## src/rtl/sdram_boot_pkg.sv

```systemverilog
package sdram_boot_pkg;

    localparam int MODE_W = 12;

    // {cs_n, ras_n, cas_n, we_n}
    typedef enum logic [3:0] {
        CMD_NOP = 4'b0111,
        CMD_PRE = 4'b0010,
        CMD_REF = 4'b0001,
        CMD_LMR = 4'b0000
    } cmd_e;

    typedef enum logic [2:0] {
        PH_WAIT = 3'd0,
        PH_PRE  = 3'd1,
        PH_REF1 = 3'd2,
        PH_REF2 = 3'd3,
        PH_LMR  = 3'd4,
        PH_DONE = 3'd5
    } phase_e;

    typedef struct packed {
        logic [2:0] blen;
        logic       interleave;
        logic [2:0] lat;
        logic       wr_single;
    } mode_cfg_t;

    localparam logic [2:0] SAFE_BLEN = 3'd0;
    localparam logic [2:0] SAFE_LAT  = 3'd3;

    function automatic logic lat_ok(input logic [2:0] lat);
        return (lat == 3'd2) || (lat == 3'd3);
    endfunction

    function automatic logic blen_ok(input logic [2:0] blen, input logic interleave);
        return (blen <= 3'd3) || ((blen == 3'd7) && !interleave);
    endfunction

    function automatic logic [MODE_W-1:0] pack_mode(input mode_cfg_t c);
        logic [MODE_W-1:0] w;
        w       = '0;
        w[2:0]  = c.blen;
        w[3]    = c.interleave;
        w[6:4]  = c.lat;
        w[9]    = c.wr_single;
        return w;
    endfunction

endpackage

```

## src/rtl/boot_dwell_timer.sv

```systemverilog
module boot_dwell_timer #(
    parameter int CNT_W   = 8,
    parameter int RST_VAL = 0
) (
    input  logic             clk,
    input  logic             rst,
    input  logic             load,
    input  logic [CNT_W-1:0] load_val,
    output logic             expired
);
    logic [CNT_W-1:0] cnt_q;

    always_ff @(posedge clk) begin
        if (rst)
            cnt_q <= CNT_W'(RST_VAL);
        else if (load)
            cnt_q <= load_val;
        else if (cnt_q != '0)
            cnt_q <= cnt_q - 1'b1;
    end

    assign expired = (cnt_q == '0);
endmodule

```

## src/rtl/boot_mode_sanitizer.sv

```systemverilog
module boot_mode_sanitizer
    import sdram_boot_pkg::*;
(
    input  mode_cfg_t cfg_in,
    output mode_cfg_t cfg_out,
    output logic      bad
);
    logic lat_bad, blen_bad;

    always_comb begin
        lat_bad  = !lat_ok(cfg_in.lat);
        blen_bad = !blen_ok(cfg_in.blen, cfg_in.interleave);
        cfg_out  = cfg_in;
        if (lat_bad)  cfg_out.lat  = SAFE_LAT;
        if (blen_bad) cfg_out.blen = SAFE_BLEN;
        bad = lat_bad | blen_bad;
    end
endmodule

```

## src/rtl/boot_cmd_encoder.sv

```systemverilog
module boot_cmd_encoder
    import sdram_boot_pkg::*;
#(
    parameter int ROW_W  = 12,
    parameter int BANK_W = 2
) (
    input  phase_e            phase,
    input  logic              first,
    input  logic [MODE_W-1:0] mode_word,
    output cmd_e              cmd,
    output logic [ROW_W-1:0]  addr,
    output logic [BANK_W-1:0] bank
);
    localparam int ALL_BANKS_BIT = 10;

    always_comb begin
        cmd  = CMD_NOP;
        addr = '0;
        bank = '0;
        if (first) begin
            unique case (phase)
                PH_PRE: begin
                    cmd                 = CMD_PRE;
                    addr[ALL_BANKS_BIT] = 1'b1;
                end
                PH_REF1, PH_REF2: cmd = CMD_REF;
                PH_LMR: begin
                    cmd                = CMD_LMR;
                    addr[MODE_W-1:0]   = mode_word;
                end
                default: cmd = CMD_NOP;
            endcase
        end
    end
endmodule

```

## src/rtl/boot_phase_fsm.sv

```systemverilog
module boot_phase_fsm
    import sdram_boot_pkg::*;
#(
    parameter int WAIT_CYC = 13300,
    parameter int TRP_CYC  = 3,
    parameter int TRFC_CYC = 10,
    parameter int TMRD_CYC = 2
) (
    input  logic   clk,
    input  logic   rst,
    input  logic   reinit,
    output phase_e phase,
    output logic   first
);
    localparam int MAX_A  = (WAIT_CYC > TRFC_CYC) ? WAIT_CYC : TRFC_CYC;
    localparam int MAX_B  = (TRP_CYC > TMRD_CYC) ? TRP_CYC : TMRD_CYC;
    localparam int MAX_D  = (MAX_A > MAX_B) ? MAX_A : MAX_B;
    localparam int CNT_W  = $clog2(MAX_D + 1);

    phase_e           phase_q, phase_d;
    logic             first_q;
    logic             expired, adv, load;
    logic [CNT_W-1:0] load_val;

    function automatic logic [CNT_W-1:0] dwell_m1(input phase_e p);
        case (p)
            PH_WAIT:          return CNT_W'(WAIT_CYC - 1);
            PH_PRE:           return CNT_W'(TRP_CYC - 1);
            PH_REF1, PH_REF2: return CNT_W'(TRFC_CYC - 1);
            PH_LMR:           return CNT_W'(TMRD_CYC - 1);
            default:          return '0;
        endcase
    endfunction

    assign adv = (phase_q != PH_DONE) && expired;

    always_comb begin
        phase_d = phase_q;
        if (reinit)
            phase_d = PH_WAIT;
        else if (adv)
            phase_d = phase_e'(phase_q + 3'd1);
    end

    assign load     = reinit | adv;
    assign load_val = dwell_m1(phase_d);

    boot_dwell_timer #(
        .CNT_W   (CNT_W),
        .RST_VAL (WAIT_CYC - 1)
    ) u_timer (
        .clk      (clk),
        .rst      (rst),
        .load     (load),
        .load_val (load_val),
        .expired  (expired)
    );

    always_ff @(posedge clk) begin
        if (rst) begin
            phase_q <= PH_WAIT;
            first_q <= 1'b1;
        end else begin
            phase_q <= phase_d;
            first_q <= load;
        end
    end

    assign phase = phase_q;
    assign first = first_q;
endmodule

```

## src/rtl/sdram_boot_seq.sv

```systemverilog
module sdram_boot_seq
    import sdram_boot_pkg::*;
#(
    parameter int ROW_W    = 12,
    parameter int BANK_W   = 2,
    parameter int WAIT_CYC = 13300,
    parameter int TRP_CYC  = 3,
    parameter int TRFC_CYC = 10,
    parameter int TMRD_CYC = 2
) (
    input  logic              clk,
    input  logic              rst,
    input  logic              reinit_i,
    input  logic [2:0]        cfg_burst_len_i,
    input  logic              cfg_burst_type_i,
    input  logic [2:0]        cfg_cas_lat_i,
    input  logic              cfg_wr_single_i,
    output logic              cke_o,
    output logic              cs_n_o,
    output logic              ras_n_o,
    output logic              cas_n_o,
    output logic              we_n_o,
    output logic [ROW_W-1:0]  addr_o,
    output logic [BANK_W-1:0] ba_o,
    output logic              init_done_o,
    output logic              cfg_err_o
);
    phase_e            phase;
    logic              first;
    mode_cfg_t         cfg_raw, cfg_safe;
    logic              cfg_bad;
    logic [MODE_W-1:0] mode_word;
    cmd_e              cmd;
    logic              err_q;

    assign cfg_raw = '{blen: cfg_burst_len_i, interleave: cfg_burst_type_i,
                       lat: cfg_cas_lat_i, wr_single: cfg_wr_single_i};

    boot_phase_fsm #(
        .WAIT_CYC (WAIT_CYC),
        .TRP_CYC  (TRP_CYC),
        .TRFC_CYC (TRFC_CYC),
        .TMRD_CYC (TMRD_CYC)
    ) u_fsm (
        .clk    (clk),
        .rst    (rst),
        .reinit (reinit_i),
        .phase  (phase),
        .first  (first)
    );

    boot_mode_sanitizer u_sanitize (
        .cfg_in  (cfg_raw),
        .cfg_out (cfg_safe),
        .bad     (cfg_bad)
    );

    assign mode_word = pack_mode(cfg_safe);

    boot_cmd_encoder #(
        .ROW_W  (ROW_W),
        .BANK_W (BANK_W)
    ) u_enc (
        .phase     (phase),
        .first     (first),
        .mode_word (mode_word),
        .cmd       (cmd),
        .addr      (addr_o),
        .bank      (ba_o)
    );

    always_ff @(posedge clk) begin
        if (rst || reinit_i)
            err_q <= 1'b0;
        else if (phase == PH_LMR && first)
            err_q <= cfg_bad;
    end

    assign {cs_n_o, ras_n_o, cas_n_o, we_n_o} = cmd;
    assign cke_o       = 1'b1;
    assign init_done_o = (phase == PH_DONE);
    assign cfg_err_o   = err_q;
endmodule

```

## config.mk

```make
export PLATFORM = sky130hd
export DESIGN_NAME = sdram_boot_seq
export DESIGN_NICKNAME = d
export VERILOG_FILES = /design/src/rtl/sdram_boot_pkg.sv /design/src/rtl/boot_dwell_timer.sv /design/src/rtl/boot_mode_sanitizer.sv /design/src/rtl/boot_cmd_encoder.sv /design/src/rtl/boot_phase_fsm.sv /design/src/rtl/sdram_boot_seq.sv
export SDC_FILE = /design/constraint.sdc
export NUM_CORES = 1
export LEC_CHECK = 0
export BUFFER_PORTS_ARGS = -buffer_cell sky130_fd_sc_hd__buf_2
export CAP_MARGIN = 20
export CORE_AREA = 10 10 72 74
export DETAILED_ROUTE_END_ITERATION = 6
export DIE_AREA = 0 0 82 84
export PLACE_DENSITY = 0.57
export REMOVE_ABC_BUFFERS = 1
export SYNTH_ARGS = -nofsm -noshare
export SYNTH_HDL_FRONTEND = slang
export SYNTH_HIERARCHICAL = 1
export SYNTH_SLANG_ARGS = --single-unit
```

## constraint.sdc

```tcl
create_clock -name clk -period 5.75 [get_ports clk]
set_clock_uncertainty 0.1 [all_clocks]
set_input_delay 0.575 -clock clk [delete_from_list [all_inputs] [get_ports clk]]
set_output_delay 0.575 -clock clk [all_outputs]
set_load 0.005 [all_outputs]
```

Word level (Yosys, flattened, before mapping). Cells that the tools add are included.

Add/subtract/negate cells: 2. $lt $le $gt $ge: 1. Equality and inequality tests: 13. Mux-type cells: 12. Bitwise logic cells: 2. Reduce and logical (&&, ||, !) cells: 15.

Operators with widths (number): 14-bit one-hot mux with 4 select lines (1); 14-bit two-way mux (2); 3-bit by 2-bit == test with 1-bit output, second input constant (6); 14-bit logical NOT (1); 14-bit nonzero test (1); 14-bit by 1-bit subtractor with 14-bit output, second input constant (1); 3-bit == test, second input constant (4); 3-bit two-way mux (4); 11-bit two-way mux (1); 10-bit two-way mux (1); 3-bit one-hot mux with 3 select lines (1); 3-bit by 1-bit == test with 1-bit output, second input constant (2); 4-bit two-way mux (1); 2-bit OR reduction (2); 3-bit by 1-bit adder with 3-bit output, second input constant (1); 3-bit by 2-bit less-or-equal comparator with 1-bit output, second input constant (1); 1-bit logical AND (3); 1-bit logical NOT (3); 3-bit logical NOT (1); 1-bit logical OR (3); 3-bit inequality test, second input constant (1); 1-bit OR (2); 2-bit nonzero test (1); 1-bit two-way mux (1).

Flip-flop bits (word level): 19. Bits of input ports: 11. Output and inout bits: 21. Logic and storage cells: 49.

Longest topological paths before layout.
Depth after elaboration: 8. Mapped depth: 12. Depth with buffers taken out: 11.

By module. The synthesis kept the hierarchy.

Modules (own cells, without submodules): boot_dwell_timer (instances 1, cells an instance 94, area each 785.8 µm², seq. area each 280.3 µm²); boot_phase_fsm (instances 1, cells an instance 29, area each 276.5 µm², seq. area each 80.1 µm²); boot_cmd_encoder (instances 1, cells an instance 28, area each 191.4 µm², seq. area each 0.0 µm²); boot_mode_sanitizer (instances 1, cells an instance 16, area each 98.8 µm², seq. area each 0.0 µm²); sdram_boot_seq (instances 1, cells an instance 9, area each 87.6 µm², seq. area each 20.0 µm²).

Worst setup path after synthesis. OpenSTA, ideal clock, no wires.

Kind: register to register. Start point: reg u_fsm.u_timer.cnt_q[2]. End point: reg u_fsm.u_timer.cnt_q[12]. Library setup time: 0.106 ns. Data arrival time: 2.873 ns. Slack: 2.671 ns. Stages on the path, launching flop included: 11. Buffers on the path: 2. Clock period less this slack: 3.079 ns. Cells stage by stage: dfxtp_1 > or4_4 > buf_6 > or4_4 > buf_6 > inv_1 > a21boi_4 > mux2_2 > nor3b_2 > a21oi_1 > o311ai_0.

Cells in the longest elaborated chain, start to end: 8.

Ends and longest elaborated chain: start, declared (line boot_dwell_timer.sv:11) `logic [CNT_W-1:0] cnt_q;`; start signal, assigned (line boot_dwell_timer.sv:15) `cnt_q <= CNT_W'(RST_VAL);`; start signal, assigned (line boot_dwell_timer.sv:17) `cnt_q <= load_val;`; start signal, assigned (line boot_dwell_timer.sv:19) `cnt_q <= cnt_q - 1'b1;`; 14-bit logical NOT (*) (line boot_dwell_timer.sv:22) `assign expired = (cnt_q == '0);`; net u_fsm.expired (line boot_phase_fsm.sv:22) `logic expired, adv, load;`; 1-bit logical AND (*) (line boot_phase_fsm.sv:35) `assign adv = (phase_q != PH_DONE) && expired;`; 3-bit two-way mux (*) (line boot_phase_fsm.sv:41) `else if (adv)`; 3-bit two-way mux (*) (line boot_phase_fsm.sv:39) `if (reinit)`; 3-bit by 2-bit == test with 1-bit output (line boot_phase_fsm.sv:26) `case (p)`; 2-bit OR reduction (line boot_phase_fsm.sv:26); 14-bit one-hot mux with 4 select lines (*) (line boot_phase_fsm.sv:26); net u_fsm.load_val[12] (line boot_phase_fsm.sv:23) `logic [CNT_W-1:0] load_val;`; 14-bit two-way mux (*) (line boot_dwell_timer.sv:16) `else if (load)`.

Mark *: on every way through the listed nets, which the timed path passes. The rest lies on a longest branch. The select of a mux whose other input is x is not followed. A chain may end at the register's enable or synchronous reset.

Worst setup path in the final report. Ends and elaborated chain as after synthesis.

==> metrics.yaml <==
die_w_um: 82
holdBufCountCts: 0
syn_area_per_cell_um2: 8.183
cts_tree: "yes"
via_count: 1204
dieArea_um2: 6888
synthFlopType: "dfxtp_1"
leakagePower_uw: 0.0006823
cp-end-kind: "flip-flop"
finalSetupTns_ns: 0
hold_path_class: "flip-flop to flip-flop"
drtIter0Drc: 46
synth_top_area_share: 0.2641
routed_wl_um: 2993
num-fill-cells: 381
drc: 0
synthTopCellsByArea: "dfxtp_1 (26%), and2_1 (5.2%), buf_4 (4.7%)"
seq_area_um2: 380.4
grt_pass1_wl_um: 5050
cp-start-kind: "flip-flop"
yosysTopAreaCell: "dfxtp_1"
cts_made_buffers: 3
coreArea_um2: 3856
clock_path_buffers: 2
grt_antenna_before_repair: 0
crit_arrival_ns: 3.35
r2r_cells: 8
crit_type: "flip-flop to flip-flop"
max_freq_ghz: 0.3032
num_rows: 23
final_layout_size_suffix_gt1_frac: 0.2051
ios: 32
grt_pass1_vias: 1113
power_density_nw_per_um2: 167.4
met3_usage: 0.03125
regToRegSetupSlack_ns: 2.45
nNetsFinal: 210
cts.sinks: 19
grt_usage: 0.08628
wl_per_cell_um: 12.22
rsz0062_at_grt: "no"
clk_pin_slew_worst_paths_ns: 0.08
slew_violations: 0
post_cts_buffers: 0
synthCells: 176
overflow: 0
finalWorstPathRequiredPeriod_ns: 3.298
initial_core_util: 0.3735
layout_common_cells: "buf_2 (23), dfxtp_1 (19), conb_1 (13)"
hold_viol_final: 0
status: "completed"
clk_latency_ns: 0.26
multiInputGateArea_um2: 945.9
finalSetupViolCount: 0
dp_hpwl_um: 2240
place.port_buffers: 23
worst_ir_drop_vdd_mv: 0.1647
die_h_um: 84
synthesis.area_um2: 1440
ctsHtreeMaxLevel: 1
synth_cell_types: 53
slew_headroom: 0.4924
synth-edff-count: 0
cts_resized: 0
clock-root-buffer: "clkbuf_8"
diodes: 0
drv_cap: 0
use_met2: 0.1384
worst_pin_slew_ns: 0.7507
grt_max_degree: 22
min_delay_path_depth: 2
ys_ff_latch: 19
yosysSeqAreaShare: 0.2641
firstDrtPassIters: 4
grt.busiest_layer: "met2"
final_common_cell: "buf_2"
path_max_fanout: 10
drtAntennaViolNets: 0
gp_congestion: 0.7318
via_per_inst: 4.914
finalPower_uw: 265.2
syn_to_final_growth_pct: 9.991
postSynth.asyncResetShare: 0
yosys_warnings: 6
cp.required_ns: 5.80
min_period_over_period: 0.5736
grt_use_met1: 0.1096
## flip-flops by register name, indices dropped and copies added (netlist names)
signal	count
cfg_err_o	1
u_fsm/phase	3
u_fsm/first	1
u_fsm/u_timer/cnt_q	14
## Yosys cell counts, types with 4 or more instances
cell type and instances:
a221o_1 4, dfxtp_1 19, a21oi_1 9, nand2b_1 6, or3_1 5, xnor2_1 5
conb_1 6, nor3_1 7, xor2_1 5, nor4_1 4, nor2b_1 4, inv_1 9
buf_4 9, nor2_1 12, nand2_1 5, and2_1 12
## metal layers
layer | vias to the layer above | wire (um)
met5 | - | 0
met3 | 2 | 314
li1 | 633 | -
met2 | 32 | 1331
met1 | 537 | 1341
met4 | 0 | 6
## cell type report
cell class,count,area share
Sequential cell,19,0.2401
Timing Repair Buffer,23,0.07267
Inverter,9,0.02133
Tap cell,50,0.03949
Clock buffer,3,0.02607
Multi-Input combinational cell,140,0.5972
Clock inverter,1,0.003160
## report_power, final
part / leakage, uW / switching, uW / internal, uW
combinational: 0.000501 / 15.7 / 12.7
sequential: 0.000156 / 5.14 / 137
clock: 0.0000255 / 46.6 / 48.2
total: 0.000682 / 67.5 / 198
## metrics by stage
step                      setup slack, ns  hold slack, ns    util  std cells  area (um^2)
after global routing                2.264          0.4953  0.4108        245         1584
final                               2.452          0.4458  0.4108        245         1584
after global placement              2.497          0.4434  0.3988        241         1538
after detailed placement            2.456          0.4325  0.3988        241         1538
after floorplan                     2.781          0.4041       -        168         1360
after CTS                           2.456          0.4456  0.4108        245         1584
## worst max-delay path, stage by stage (launching register included)
cell	delay [ns]
dfxtp_1	0.34
or4_4	0.59
or4_4	0.64
inv_1	0.15
a21boi_4	0.26
mux2i_2	0.36
nor3b_2	0.53
a21oi_1	0.11
o311ai_0	0.11
## cell families after synthesis
family,Yosys count,share of synthesized area
other,6,0.01564
AO/OA/AOI/OAI,31,0.1572
adder cells (fa/ha/maj),3,0.02607
AND/OR/NAND/NOR,79,0.3440
buffers and inverters,24,0.09730
XOR/XNOR,10,0.06081
flip-flops,19,0.2641
multiplexers,4,0.03475
## path summary, 6_finish.rpt
check	startpoint	to
max	u_fsm/u_timer/cnt_q[2]$_SDFFE_PP0P_	u_fsm/u_timer/cnt_q[12]$_SDFFE_PP1P_
min	u_fsm/u_timer/cnt_q[1]$_SDFFE_PP1P_	u_fsm/u_timer/cnt_q[1]$_SDFFE_PP1P_
max reg2reg	u_fsm/u_timer/cnt_q[2]$_SDFFE_PP0P_	u_fsm/u_timer/cnt_q[12]$_SDFFE_PP1P_
min reg2reg	u_fsm/u_timer/cnt_q[1]$_SDFFE_PP1P_	u_fsm/u_timer/cnt_q[1]$_SDFFE_PP1P_
No activity file was read; power rests on OpenSTA's default activity.
